==> src/rtl/wp_guard_pkg.sv <==
package wp_guard_pkg;
  localparam int DATA_W = 8;
  localparam logic [DATA_W-1:0] KEY_A     = 8'hAA;
  localparam logic [DATA_W-1:0] KEY_B     = 8'h55;
  localparam logic [DATA_W-1:0] CODE_ON   = 8'hA0;
  localparam logic [DATA_W-1:0] CODE_ARM  = 8'h80;
  localparam logic [DATA_W-1:0] CODE_OFF  = 8'h20;

  typedef enum logic [2:0] {
    ST_IDLE, ST_E1, ST_E2, ST_D3, ST_D4, ST_D5, ST_OPEN
  } seqState_t;

  typedef struct packed {
    logic isKeyA;
    logic isKeyB;
    logic isEnable;
    logic isDisArm;
    logic isDisEnd;
  } cmdHit_t;

  typedef struct packed {
    logic pass;
    logic kick;
  } dpStrobe_t;
endpackage

==> src/rtl/wp_guard_dp.sv <==
module wp_guard_dp
  import wp_guard_pkg::*;
#(
  parameter int ADDR_W = 17,
  parameter int LOAD_LIMIT = 37500,
  parameter logic [ADDR_W-1:0] CMD_ADDR_A = 17'h05555,
  parameter logic [ADDR_W-1:0] CMD_ADDR_B = 17'h02AAA
) (
  input  logic              clk,
  input  logic              rstN,
  input  logic              wrValid,
  input  logic [ADDR_W-1:0] wrAddr,
  input  logic [DATA_W-1:0] wrData,
  input  dpStrobe_t         strb,
  output cmdHit_t           hit,
  output logic              gapFull,
  output logic              passValid,
  output logic [ADDR_W-1:0] passAddr,
  output logic [DATA_W-1:0] passData,
  output logic              dummyKick
);
  localparam int GAP_W = $clog2(LOAD_LIMIT + 1);
  localparam logic [GAP_W-1:0] GAP_TOP = GAP_W'(LOAD_LIMIT - 1);

  logic [GAP_W-1:0] gapCnt;
  logic atA, atB;

  assign atA = (wrAddr == CMD_ADDR_A);
  assign atB = (wrAddr == CMD_ADDR_B);

  always_comb begin
    hit.isKeyA   = atA && (wrData == KEY_A);
    hit.isKeyB   = atB && (wrData == KEY_B);
    hit.isEnable = atA && (wrData == CODE_ON);
    hit.isDisArm = atA && (wrData == CODE_ARM);
    hit.isDisEnd = atA && (wrData == CODE_OFF);
  end

  // cycles since the last write event, saturating at the limit
  always_ff @(posedge clk) begin
    if (!rstN)                gapCnt <= GAP_TOP;
    else if (wrValid)         gapCnt <= '0;
    else if (gapCnt != GAP_TOP) gapCnt <= gapCnt + 1'b1;
  end

  assign gapFull = (gapCnt == GAP_TOP);

  always_ff @(posedge clk) begin
    if (!rstN) begin
      passValid <= 1'b0;
      passAddr  <= '0;
      passData  <= '0;
      dummyKick <= 1'b0;
    end else begin
      passValid <= strb.pass;
      dummyKick <= strb.kick;
      if (strb.pass) begin
        passAddr <= wrAddr;
        passData <= wrData;
      end
    end
  end
endmodule

==> src/rtl/wp_guard_ctrl.sv <==
module wp_guard_ctrl
  import wp_guard_pkg::*;
(
  input  logic      clk,
  input  logic      rstN,
  input  logic      factoryClrN,
  input  logic      wrValid,
  input  cmdHit_t   hit,
  input  logic      gapFull,
  input  logic      progDone,
  output dpStrobe_t strb,
  output logic      protOn
);
  seqState_t state, nextState;
  logic sessActive, sessPassed;
  logic pendOn, pendOff;
  logic expire, passNow, setPend, clrPend;

  assign expire = sessActive && !wrValid && gapFull;

  always_comb begin
    nextState = state;
    passNow   = 1'b0;
    setPend   = 1'b0;
    clrPend   = 1'b0;
    if (wrValid) begin
      // default: ordinary write under the current lock, detector to idle
      nextState = ST_IDLE;
      passNow   = !protOn;
      unique case (state)
        ST_IDLE: if (hit.isKeyA) begin nextState = ST_E1; passNow = 1'b0; end
        ST_E1:   if (hit.isKeyB) begin nextState = ST_E2; passNow = 1'b0; end
        ST_E2: begin
          if (hit.isEnable) begin
            nextState = ST_OPEN; passNow = 1'b0; setPend = 1'b1;
          end else if (hit.isDisArm) begin
            nextState = ST_D3; passNow = 1'b0;
          end
        end
        ST_D3:   if (hit.isKeyA) begin nextState = ST_D4; passNow = 1'b0; end
        ST_D4:   if (hit.isKeyB) begin nextState = ST_D5; passNow = 1'b0; end
        ST_D5: begin
          if (hit.isDisEnd) begin
            nextState = ST_OPEN; passNow = 1'b0; clrPend = 1'b1;
          end
        end
        ST_OPEN: begin nextState = ST_OPEN; passNow = 1'b1; end
        default: nextState = ST_IDLE;
      endcase
    end else if (expire) begin
      nextState = ST_IDLE;
    end
  end

  always_comb begin
    strb.pass = passNow;
    strb.kick = expire && !sessPassed;
  end

  always_ff @(posedge clk) begin
    if (!rstN) begin
      state      <= ST_IDLE;
      sessActive <= 1'b0;
      sessPassed <= 1'b0;
      pendOn     <= 1'b0;
      pendOff    <= 1'b0;
    end else begin
      state <= nextState;
      if (wrValid)     sessActive <= 1'b1;
      else if (expire) sessActive <= 1'b0;
      if (expire)               sessPassed <= 1'b0;
      else if (passNow)         sessPassed <= 1'b1;
      if (setPend)       begin pendOn <= 1'b1; pendOff <= 1'b0; end
      else if (clrPend)  begin pendOn <= 1'b0; pendOff <= 1'b1; end
      else if (progDone) begin pendOn <= 1'b0; pendOff <= 1'b0; end
    end
  end

  // lock flag: survives rstN, cleared only by the factory clear
  always_ff @(posedge clk or negedge factoryClrN) begin
    if (!factoryClrN)            protOn <= 1'b0;
    else if (rstN && progDone) begin
      if (pendOn)       protOn <= 1'b1;
      else if (pendOff) protOn <= 1'b0;
    end
  end
endmodule

==> src/rtl/wp_guard.sv <==
module wp_guard
  import wp_guard_pkg::*;
#(
  parameter int ADDR_W = 17,
  parameter int LOAD_LIMIT = 37500,
  parameter logic [ADDR_W-1:0] CMD_ADDR_A = 17'h05555,
  parameter logic [ADDR_W-1:0] CMD_ADDR_B = 17'h02AAA
) (
  input  logic              clk,
  input  logic              rstN,
  input  logic              factoryClrN,
  input  logic              wrValid,
  input  logic [ADDR_W-1:0] wrAddr,
  input  logic [7:0]        wrData,
  input  logic              progDone,
  output logic              passValid,
  output logic [ADDR_W-1:0] passAddr,
  output logic [7:0]        passData,
  output logic              dummyKick,
  output logic              protOn
);
  cmdHit_t   hit;
  dpStrobe_t strb;
  logic      gapFull;

  wp_guard_ctrl u_ctrl (
    .clk(clk), .rstN(rstN), .factoryClrN(factoryClrN), .wrValid(wrValid),
    .hit(hit), .gapFull(gapFull), .progDone(progDone),
    .strb(strb), .protOn(protOn)
  );

  wp_guard_dp #(
    .ADDR_W(ADDR_W), .LOAD_LIMIT(LOAD_LIMIT),
    .CMD_ADDR_A(CMD_ADDR_A), .CMD_ADDR_B(CMD_ADDR_B)
  ) u_dp (
    .clk(clk), .rstN(rstN), .wrValid(wrValid), .wrAddr(wrAddr), .wrData(wrData),
    .strb(strb), .hit(hit), .gapFull(gapFull),
    .passValid(passValid), .passAddr(passAddr), .passData(passData),
    .dummyKick(dummyKick)
  );
endmodule

==> config.mk <==
export PLATFORM = sky130hd
export DESIGN_NAME = wp_guard
export DESIGN_NICKNAME = d
export VERILOG_FILES = /design/src/rtl/wp_guard_pkg.sv /design/src/rtl/wp_guard_dp.sv /design/src/rtl/wp_guard_ctrl.sv /design/src/rtl/wp_guard.sv
export SDC_FILE = /design/constraint.sdc
export NUM_CORES = 1
export LEC_CHECK = 0
export ABC_AREA = 1
export BUFFER_PORTS_ARGS = -buffer_cell sky130_fd_sc_hd__buf_2
export CORE_UTILIZATION = 25
export CTS_BUF_LIST = sky130_fd_sc_hd__clkbuf_2
export DETAILED_ROUTE_END_ITERATION = 7
export GPL_ROUTABILITY_DRIVEN = 0
export GPL_TIMING_DRIVEN = 0
export PLACE_DENSITY = 0.51
export SYNTH_ARGS = -nofsm -noshare
export SYNTH_HDL_FRONTEND = slang
export SYNTH_SLANG_ARGS = --single-unit
==> constraint.sdc <==
create_clock -name clk -period 3 [get_ports clk]
set_input_delay 0.3 -clock clk [delete_from_list [all_inputs] [get_ports clk]]
set_output_delay 0.3 -clock clk [all_outputs]
set_load 0.1 [all_outputs]
==> metrics.cfg, run 1 <==
[critical_path]
arrival_ps = 2280
crit_fanout = 10
r2r_slack_ps = 1110
crit-reg2reg-launch = u_ctrl.state[2]$_SDFFE_PN0P_
start_kind = flop
slowest_delay_ps = 510
crit_chain = inv_2 -> nor3_1 -> o21ai_1 -> nand3_1 -> nand2_2 -> nand2_4 -> buf_2 -> a21oi_1 -> nor2_1
slowest_stage = dfxtp_1
rr_endpoint = u_dp.passAddr[10]$_SDFFE_PN0P_
startpoint = u_ctrl.state[2]$_SDFFE_PN0P_
critical_path_required_ps = 3380
endpoint_kind = flop
reg2regPathDepth = 9
critical_path_buf_inv_count = 2
cpLargestDelayFamily = simple AND/OR/NAND/NOR gates
crit_type = flop to flop

[clock_network]
cts-root-buf = clkbuf_2
clockBufferDepth = 2
cts.sinks = 51
cts_tree = built
clk_pin_slew_worst_paths_ps = 270
ctsResizeCount = 0
clk_latency_ps = 430
htreeDepth = 2
cts_buffers = 5

[power]
swShare_pct = 34.7
p_seq_share_pct = 47.1
power_density_mw_per_mm2 = 474
ir_drop_uv = 169
total_leakage_power_nw = 1.62
internal_power_mw = 1.02
p_comb_share_pct = 23.6
clkPwrFrac_pct = 29.4
p_sw_mw = 0.543

[timing]
setup_tns_ps = 0
worst_pin_slew_ps = 689
fin_ws_ps = 1110
maxSlewViolCount = 0
fin_crit_ps = 1890
finClkSkew_ps = 17.7
post-route-period-util_pct = 63.1
max_freq_ghz = 0.528
relSlewSlack_pct = 54.1
rsz0062_at_grt = false
setup_viol = 0
hold_viol_final = 0

[synthesis]
syn_inst = 424
ys_seq_area_share_pct = 37.3
yosys.area.top_type = dfxtp_1
netlist_top_cells_area = dfxtp_1 36%, nand2_1 12%, nor2_1 9.3%, inv_1 7.4%, a21oi_1 7.1%
ys_warn_count = 0
synth.top_cell.area_share_pct = 36.4
synthFlopType = dfxtp_1
synth_nets = 455
yosysUniqueCellTypes = 31
syn_area_sq_mm = 0.00275
synth_edf_count = 0
async_reset_ff_share_pct = 1.96
synth-seq-cells = 51
avgSynthCellArea_sq_um = 6.48

[die]
ios = 58
dieArea_sq_mm = 0.0114
coreArea_sq_mm = 0.0105
fp.dieW_microns = 107
die_h_microns = 107
rows = 37
start_util_pct = 26.2

[layout]
nets = 520
fillers = 1155
drive_gt1_share_pct = 20.0
final_cells = 626
area_growth_pct = 20.2
num_antenna_cells = 0

[routing]
wl_per_cell_microns = 11.6
viasPerCell = 4.45
ant_nets = 0
drt_iter0_drc = 204
vias = 2787
remaining_drc_errors = 0
drt_pass1_iterations = 4
finalWirelength_microns = 7290

[global_route]
grt_pass1_wl_microns = 12200
grt_usage_pct = 13.5
antenna_found_initial = 0
grt_max_degree = 16
grt-ovfl-total = 0
grt_pass1_vias = 2585

[job]
maxCapViolations = 0

[placement]
dp_hpwl_microns = 5860
pre_cts_slack_ps = 1120
dp_cells = 617
port-buffer-count = 57

[hold_path]
min_path_type = input port to asynchronous set/reset pin

[run_status]
status = finished clean

-- power by group through the flow --
stage	clock [mW]	combinational, mW	sequential, mW
finish	0.460	0.369	0.738
global route	0.501	0.399	0.744
CTS	0.476	0.372	0.738
detailed placement	0	0.370	0.750
global placement	0	0.368	0.749
floorplan	0	0.110	0.924
-- synth_stat cells (2+ instances only) --
master	instances
a21oi_1	39
and3_1	2
buf_2	3
buf_6	3
clkbuf_1	8
dfxtp_1	50
inv_1	54
inv_2	8
nand2_1	90
nand3_1	39
nand3_2	12
nand4_1	8
nor2_1	68
nor2_2	2
nor3_1	6
nor4_1	3
o21ai_0	11
o31ai_1	4
or2_2	2
-- state kept, by name (all words and copies together) (netlist names), 3 cells and up --
signal and count:
u_ctrl.state 3, u_dp.passAddr 17, u_dp.passData 8, u_dp.gapCnt 16
-- how the worst max path moves through the flow --
stage                                           to  slack (ps)  cells after the start
detailed placement  u_dp.passAddr[10]$_SDFFE_PN0P_        1120                     12
global placement     u_dp.passAddr[8]$_SDFFE_PN0P_        1140                     14
finish              u_dp.passAddr[10]$_SDFFE_PN0P_        1110                      9
CTS                 u_dp.passAddr[10]$_SDFFE_PN0P_        1110                      9
global route          u_dp.gapCnt[14]$_SDFFE_PP0N_         950                      9
floorplan           u_dp.passAddr[12]$_SDFFE_PN0P_        1000                      7
-- worst reg2reg max path, delay by kind of cell (launching register included) --
family / cells / cell delay [ps]
buffers and inverters: 2 / 320
DFF: 1 / 510
and+or+nand+nor: 5 / 820
AOI/OAI and AO/OA: 2 / 220
-- stage by stage --
stage	hold slack (ps)	total power [mW]	util (%)	instance area, sq um
6_report	122	1.57	31.4	3300
5_1_grt	64.9	1.64	31.4	3300
4_1_cts	98.4	1.59	31.4	3300
3_5_place_dp	75.1	1.12	30.5	3200
3_3_place_gp	80.1	1.12	30.5	3200
2_1_floorplan	4.41	1.03	-	2750
-- cell families (layout without fill, tap and decap cells) --
| group | after synthesis | after routing | synth area share, % |
|---|---|---|---|
| AOI/OAI and AO/OA | 59 | 59 | 11.6 |
| adders and majority gates | 1 | 1 | 0.455 |
| buffers and inverters | 78 | 144 | 11.6 |
| DFF | 51 | 51 | 37.3 |
| and+or+nand+nor | 235 | 235 | 39.1 |
-- repair_timing --
action	CTS	global route
setup endpoints to repair	0	0
buffers inserted	0	0
hold buffers	1	0
hold endpoints to repair	1	0
-- per-layer routing --
| metal | GRT usage (%) | vias up | routed length (microns) |
|---|---|---|---|
| met1 | 18.0 | 1230 | 3680 |
| met2 | 22.1 | 64 | 3200 |
| met4 | 3.23 | 0 | 55 |
| met3 | 2.74 | 4 | 352 |
| li1 | - | 1489 | - |
| met5 | 0 | - | 0 |
-- cell type report --
class	instances	area, sq um	area share [%]
multi-input cells	295	1400	42.5
flip-flops and latches	51	1030	31.0
repair buffers	58	295	8.94
inverters	63	236	7.16
well taps	136	170	5.15
plain buffers	15	82.6	2.50
clock inverters	2	60.1	1.82
clock buffers	6	30.0	0.909
-- layout by cell type, fill, tap and decap left out, drive strengths merged, types with 3 or more instances in the layout --
cell type,instances
o31ai,4
dfxtp,50
nand3,51
nand4,8
nor3,6
nor2,71
a21oi,39
o21ai,12
nor4,3
buf,64
nand2,92
inv,62
clkbuf,14
Power figures use the tool's default switching activity.
==> run 2: changes to the inputs <==
--- a/config.mk
+++ b/config.mk
@@ -5,14 +5,14 @@
 export SDC_FILE = /design/constraint.sdc
 export NUM_CORES = 1
 export LEC_CHECK = 0
-export ABC_AREA = 1
+export ABC_AREA = 0
 export BUFFER_PORTS_ARGS = -buffer_cell sky130_fd_sc_hd__buf_2
 export CORE_UTILIZATION = 25
 export CTS_BUF_LIST = sky130_fd_sc_hd__clkbuf_2
 export DETAILED_ROUTE_END_ITERATION = 7
 export GPL_ROUTABILITY_DRIVEN = 0
 export GPL_TIMING_DRIVEN = 0
-export PLACE_DENSITY = 0.51
+export PLACE_DENSITY = 0.53
 export SYNTH_ARGS = -nofsm -noshare
 export SYNTH_HDL_FRONTEND = slang
 export SYNTH_SLANG_ARGS = --single-unit
==> constraint.sdc (replaced) <==
create_clock -name clk -period 1.7 [get_ports clk]
set_input_delay 0.17 -clock clk [delete_from_list [all_inputs] [get_ports clk]]
set_output_delay 0.17 -clock clk [all_outputs]
set_load 0.1 [all_outputs]
==> run 2 against run 1 <==
Net effect: the run now ends with negative setup slack left; clock skew grew 20 ps; worst hold slack lost 110 ps; core utilization grew 4.3 points; combinational power grew 79%; critical endpoint is now u_dp.passValid$_SDFF_PN0_; highest routed layer unchanged.
==> metrics.cfg, run 2 <==
[layout]
area_growth_pct = 39.4
final_common_cell = nand2_1
fillers = 1047  ; -9.4%
num_antenna_cells = 0  ; unchanged
final_cells = 523  ; -16%
largest_reg_flops = 17  ; unchanged
regArea_sq_mm = 0.00103  ; +0.73%
nets = 420  ; -19%
largestRegisters = u_dp.passAddr x17, u_dp.gapCnt x16, u_dp.passData x8
multi_input_area_sq_mm = 0.00143  ; +2.0%
final_cell_mix = 63 x nand2_1, 56 x buf_2, 45 x dfxtp_1, 26 x mux2i_1, 26 x dlygate4sd3_1
max_flop_register = u_dp.passAddr
final_area_sq_mm = 0.00348  ; +5.3%
drive_gt1_share_pct = 26.4  ; +6.4 points

[timing]
max_freq_ghz = 0.585  ; +11%
setup_tns_ps = -18.0  ; -18.0 ps
rsz0062_at_grt = true
maxSlewViolCount = 0  ; unchanged
hold_viol_final = 0  ; unchanged
relSlewSlack_pct = 65.8  ; +12 points
worst_pin_slew_ps = 512  ; -176 ps
fin_ws_ps = -8.20  ; -1110 ps
fin_crit_ps = 1710  ; -185 ps
post-route-period-util_pct = 100  ; +37 points
setup_viol = 3  ; +3
holdWs_ps = 15.9  ; -107 ps
finClkSkew_ps = 38.1  ; +20.3 ps

[routing]
drt_pass1_iterations = 4  ; unchanged
ant_nets = 0  ; unchanged
finalWirelength_microns = 6740  ; -7.6%
viasPerCell = 4.57  ; +2.6%
remaining_drc_errors = 0  ; unchanged
drt_iter0_drc = 128  ; -37%
vias = 2390  ; -14%
wl_per_cell_microns = 12.9  ; +11%

[critical_path]
crit_chain = buf_8 -> and2_4 -> o32ai_4 -> o21ai_1 -> o31a_1 -> buf_6 -> clkbuf_16 -> and2_4
slowest_delay_ps = 380  ; -130 ps
crit_fanout = 8  ; -2
endpoint_kind = flop
start_kind = flop
crit_type = flop to flop
arrival_ps = 2060  ; -220 ps
slowest_stage = dfxtp_2
critical_path_required_ps = 2050  ; -1330 ps
cpMostUsedCell = and2_4

[clock_network]
clockBufferDepth = 2  ; unchanged
clk_latency_ps = 450  ; +20 ps
cts.sinks = 51  ; unchanged
clk_pin_slew_worst_paths_ps = 230  ; -40 ps
cts-root-buf = clkbuf_2
cts_buffers = 5  ; unchanged
cts_tree = built
htreeDepth = 2  ; unchanged

[placement]
port-buffer-count = 56  ; -1.8%
pre_cts_slack_ps = -516  ; -1640 ps
dp_hpwl_microns = 4630  ; -21%
dp_cells = 478  ; -23%
dpl_cell_area_sq_mm = 0.00295  ; -7.8%

[synthesis]
synth_common_cells = 63 x nand2_1, 50 x dfxtp_1, 26 x mux2i_1
yosysUniqueCellTypes = 46  ; +48%
synthFlopType = dfxtp_1
synth_most_common_cell = nand2_1
synth-seq-cells = 51  ; unchanged
synth_edf_count = 0  ; unchanged
avgSynthCellArea_sq_um = 8.64  ; +33%
syn_area_sq_mm = 0.00250  ; -9.1%
netlist_top_cells_area = dfxtp_1 40%, mux2i_1 10%, nand2_1 9.5%, o21ai_0 2.6%, xnor2_1 2.5%
ys_warn_count = 0  ; unchanged
synth_nets = 320  ; -30%
syn_inst = 289  ; -32%
async_reset_ff_share_pct = 1.96  ; unchanged
ys_seq_area_share_pct = 41.1  ; +3.8 points
synth.top_cell.area_share_pct = 40.1  ; +3.7 points
yosys.area.top_type = dfxtp_1

[global_route]
grt_usage_pct = 13.6  ; +0.085 points
grt-ovfl-total = 0  ; unchanged
grt_pass1_wl_microns = 11100  ; -9.2%
grt_max_degree = 17  ; +1
antenna_found_initial = 0  ; unchanged
grt_pass1_vias = 2331  ; -9.8%

[run_status]
status = finished with violations
violations = negative setup slack

[hold_path]
min_path_type = input port to flop

[die]
ios = 58  ; unchanged
rows = 36  ; -2.7%
die_h_microns = 102  ; -4.6%
coreArea_sq_mm = 0.00973  ; -7.4%
fp.dieW_microns = 102  ; -4.6%
start_util_pct = 25.7  ; -0.49 points
dieArea_sq_mm = 0.0104  ; -9.0%

[job]
maxCapViolations = 0  ; unchanged

[power]
ir_drop_uv = 336  ; +99%
power_density_mw_per_mm2 = 712  ; +50%
total_leakage_power_nw = 1.46  ; -9.8%

[run 2: changes by cell type in the layout (fill, tap and decap cells not counted), sizes merged, moves of 4 or more]
cell / delta
nand3: -40
nor4: +5
nor4bb: +4
xor2: +7
dlygate4sd3: +25
mux2i: +26
buf: +8
a21oi: -34
nand2: -29
inv: -51
nor2: -55
xnor2: +7
[run 2: area by class of cell]
cell class              instances  area share, %
clock inverters                 3          0.503
repair buffers                 94           18.8
flip-flops and latches         51           29.7
multi-input cells             212           41.2
inverters                      10           1.22
clock buffers                   5          0.719
plain buffers                  15           3.09
well taps                     133           4.78
[run 2: metal layers]
| layer | vias up | track usage (%) | share of wire, % |
|---|---|---|---|
| li1 | 1218 | - | - |
| met2 | 70 | 23.7 | 48 |
| met4 | 0 | 3.52 | 1.4 |
| met5 | - | 0 | 0 |
| met1 | 1092 | 16.5 | 45 |
| met3 | 10 | 3.49 | 5.6 |
[run 2: what timing repair did]
action / in CTS / in global routing
setup buffers: 9 / 2
hold buffers: 25 / 1
cloned: 0 / 1
setup endpoints to repair: 28 / 39
endpoints found under the hold margin: 25 / 1
pin swaps: 4 / 6
gates resized for setup: 13 / 16
[run 2: kinds of logic after synthesis]
logic type / count (synthesis) / synth area share [%]
adders and majority gates: 1 / 0.501
and+or+nand+nor: 137 / 29.0
buffers and inverters: 26 / 5.56
DFF: 51 / 41.1
muxes: 26 / 10.4
AOI/OAI and AO/OA: 34 / 8.52
xor gates and xnor gates: 14 / 4.91
[run 2: path summary, 6_finish.rpt]
path,slack (ps),cells past startpoint,startpoint,endpoint
max,-8,8,u_ctrl.state[0]$_SDFFE_PN0P_,u_dp.passValid$_SDFF_PN0_
min,20,3,wrData[7],u_dp.passData[7]$_SDFFE_PN0P_
max reg2reg,-8,8,u_ctrl.state[0]$_SDFFE_PN0P_,u_dp.passValid$_SDFF_PN0_
min reg2reg,470,1,u_ctrl.sessPassed$_SDFFE_PP0P_,u_dp.dummyKick$_SDFF_PN0_
max in group asynchronous,1110,3,factoryClrN,u_ctrl.protOn$_DFFE_PN0P_
min in group asynchronous,480,3,factoryClrN,u_ctrl.protOn$_DFFE_PN0P_
[run 2: metrics by stage]
stage | utilization [%] | total power, mW
global placement | 30.3 | 1.89
detailed placement | 30.3 | 1.90
global route | 35.8 | 2.61
CTS | 34.5 | 2.48
finish | 35.8 | 2.48
floorplan | - | 1.76
[run 2: report_power, final]
group / switching, mW / internal, mW / total [mW] / leakage [nW]
Combinational: 0.453 / 0.206 / 0.659 / 1.01
Clock: 0.417 / 0.101 / 0.517 / 0.0308
Sequential: 0.0394 / 1.26 / 1.30 / 0.426
[run 2: worst max-delay path: cells and delay by family (launching register included)]
kind	cells	cell delay [ps]
buffers and inverters	3	460
DFF	1	380
AOI/OAI and AO/OA	3	520
and+or+nand+nor	2	290
==> run 3: changes to the inputs <==
--- a/config.mk
+++ b/config.mk
@@ -12,7 +12,7 @@
 export DETAILED_ROUTE_END_ITERATION = 7
 export GPL_ROUTABILITY_DRIVEN = 0
 export GPL_TIMING_DRIVEN = 0
-export PLACE_DENSITY = 0.53
+export PLACE_DENSITY_LB_ADDON = 0.25
 export SYNTH_ARGS = -nofsm -noshare
 export SYNTH_HDL_FRONTEND = slang
 export SYNTH_SLANG_ARGS = --single-unit
==> run 3 against run 2 <==
Net effect: the run still ends with negative setup slack left; worst hold slack better by 13 ps; clock skew up 7.0 ps; sequential share of layout area down 0.33 points; combinational power up 3.2%; via count up 2.6%; setup slack worse by 26 ps; count of clock-buffer cells in the layout up 1; critical path type unchanged; highest routed layer unchanged.
==> metrics.cfg, run 3 (synthesis results as in run 2) <==
[critical_path]
critical_path_required_ps = 2110  ; +60 ps
r2r_slack_ps = -30  ; -30 ps
slowest_stage = or4_4
crit-reg2reg-launch = u_dp.gapCnt[1]$_SDFFE_PN1P_
cpLargestDelayFamily = simple AND/OR/NAND/NOR gates
reg2regPathDepth = 5  ; -3
arrival_ps = 2150  ; +90 ps
critical_path_buf_inv_count = 0  ; -3
endpoint_kind = flop
crit_chain = ha_4 -> nand4_1 -> or4_4 -> or3_1 -> a21oi_1
slowest_delay_ps = 530  ; +150 ps
start_kind = flop
crit_fanout = 3  ; -5
rr_endpoint = u_dp.gapCnt[14]$_SDFFE_PP0N_
crit_type = flop to flop

[clock_network]
clk_latency_ps = 470  ; +20 ps
clockBufferDepth = 2  ; unchanged
cts_buffers = 5  ; unchanged
clk_pin_slew_worst_paths_ps = 290  ; +60 ps
cts-root-buf = clkbuf_2
cts_tree = built
cts.sinks = 51  ; unchanged
htreeDepth = 2  ; unchanged

[layout]
drive_gt1_share_pct = 27.6  ; +1.2 points
area_growth_pct = 40.9
final_area_sq_mm = 0.00352  ; +1.1%
num_antenna_cells = 0  ; unchanged
fillers = 1042  ; -0.48%
nets = 421  ; +0.24%
max_flop_register = u_dp.passAddr
final_common_cell = nand2_1
final_util_pct = 36.2  ; +0.40 points
largest_reg_flops = 17  ; unchanged
largestRegisters = u_dp.passAddr x17, u_dp.gapCnt x16, u_dp.passData x8
final_cell_mix = 61 x nand2_1, 56 x buf_2, 45 x dfxtp_1, 27 x dlygate4sd3_1, 26 x mux2i_1

[hold_path]
min_from = wrData[3]
hold_end = u_dp.passData[3]$_SDFFE_PN0P_
hold_depth = 3  ; unchanged
min_path_type = input port to flop

[power]
ir_drop_uv = 364  ; +8.3%
power_mw = 2.51  ; +1.2%
total_leakage_power_nw = 1.49  ; +1.7%
power_density_mw_per_mm2 = 712  ; about the same

[routing]
wl_per_cell_microns = 13.9  ; +7.5%
drt_iter0_drc = 138  ; +7.8%
ant_nets = 0  ; unchanged
finalWirelength_microns = 7260  ; +7.7%
drt_pass1_iterations = 4  ; unchanged
remaining_drc_errors = 0  ; unchanged
vias = 2451  ; +2.6%
viasPerCell = 4.68  ; +2.4%

[timing]
rsz0062_at_grt = true
hold_viol_final = 0  ; unchanged
worst_pin_slew_ps = 511  ; -1.55 ps
fin_ws_ps = -34.1  ; -25.9 ps
post-route-period-util_pct = 102  ; +1.5 points
maxSlewViolCount = 0  ; unchanged
max_freq_ghz = 0.577  ; -1.5%
fin_crit_ps = 1730  ; +25.9 ps
holdWs_ps = 29.2  ; +13.3 ps
finClkSkew_ps = 45.0  ; +6.98 ps
setup_viol = 3  ; unchanged
relSlewSlack_pct = 65.9  ; +0.10 points

[job]
maxCapViolations = 0  ; unchanged

[global_route]
antenna_found_initial = 0  ; unchanged
grt-ovfl-total = 0  ; unchanged
gr-usage-met1_pct = 16.2  ; -0.31 points
grtUsageMet3_pct = 3.56  ; +0.068 points
use_met2_pct = 25.8  ; +2.1 points
grt_usage_pct = 14.2  ; +0.67 points
grt_pass1_wl_microns = 11600  ; +4.5%
grt_max_degree = 17  ; unchanged
grt_pass1_vias = 2487  ; +6.7%
grt.busiest_layer = met2

[placement]
dp_hpwl_microns = 4750  ; +2.7%
port-buffer-count = 56  ; unchanged
dpl_cell_area_sq_mm = 0.00295  ; unchanged

[run_status]
status = finished with violations
violations = negative setup slack

[die]
dieArea_sq_mm = 0.0104  ; unchanged
die_h_microns = 102  ; unchanged
fp.dieW_microns = 102  ; unchanged
rows = 36  ; unchanged
ios = 58  ; unchanged
coreArea_sq_mm = 0.00973  ; unchanged
start_util_pct = 25.7  ; unchanged

run 3: changes by cell type in the layout (fill, tap and decap cells not counted), moves of 2 or more:
| cell | change |
|---|---|
| buf_4 | -2 |
| buf_6 | +2 |
| nand2_1 | -2 |
| o21ai_0 | -2 |
| o21ai_1 | +2 |
| xnor2_1 | -2 |
| xnor2_2 | +2 |
run 3: how the worst max path moves through the flow:
stage	slack [ps]	end	startpoint	depth (start not counted)
floorplan	-70	u_dp.passValid$_SDFF_PN0_	wrAddr[13]	8
global placement	-490	u_dp.passValid$_SDFF_PN0_	wrAddr[1]	9
detailed placement	-500	u_dp.passValid$_SDFF_PN0_	wrAddr[1]	9
CTS	-40	u_dp.gapCnt[14]$_SDFFE_PP0N_	u_dp.gapCnt[1]$_SDFFE_PN1P_	5
global route	-120	u_ctrl.state[2]$_SDFFE_PN0P_	u_dp.gapCnt[1]$_SDFFE_PN1P_	8
finish	-30	u_dp.gapCnt[14]$_SDFFE_PP0N_	u_dp.gapCnt[1]$_SDFFE_PN1P_	5
run 3: per-layer routing:
| metal | up-vias | part of all wire [%] |
|---|---|---|
| li1 | 1214 | - |
| met1 | 1166 | 42 |
| met2 | 64 | 51 |
| met3 | 7 | 5.0 |
| met4 | 0 | 1.1 |
| met5 | - | 0 |
run 3: layout make-up:
type	count	area, sq um	share of cell area, %
Sequential cell	51	1030	29.4
Clock inverter	2	12.5	0.355
Inverter	10	42.5	1.21
Multi-Input combinational cell	212	1440	41.0
Clock buffer	6	30.0	0.853
Tap cell	133	166	4.73
Timing Repair Buffer	95	687	19.5
Buffer	15	104	2.95
run 3: what timing repair did:
action / 4_1_cts / 5_1_grt
setup buffers: 7 / 3
endpoints found under the setup margin: 33 / 39
resized for setup: 15 / 20
pin swaps: 7 / 8
hold buffers: 26 / 1
hold endpoints to repair: 26 / 1
gates cloned: 0 / 2
run 3: worst reg2reg max path: stages (launching register included):
cell and delay, ps:
dfxtp_2 420, ha_4 130, nand4_1 150, or4_4 530, or3_1 320, a21oi_1 120
run 3: where the power goes:
| group | leakage, nW | internal [mW] | switching (mW) |
|---|---|---|---|
| Sequential | 0.426 | 1.26 | 0.0420 |
| Combinational | 1.03 | 0.216 | 0.463 |
| Clock | 0.0310 | 0.109 | 0.414 |
run 3: per-stage QoR:
stage / TNS, ps / setup slack (ps) / std cells
finish: -46.5 / -34.1 / 524
global route: -2820 / -121 / 524
CTS: -55.0 / -42.3 / 518
detailed placement: -12580 / -500 / 478
global placement: -12140 / -488 / 478
floorplan: -872 / -72.4 / 289
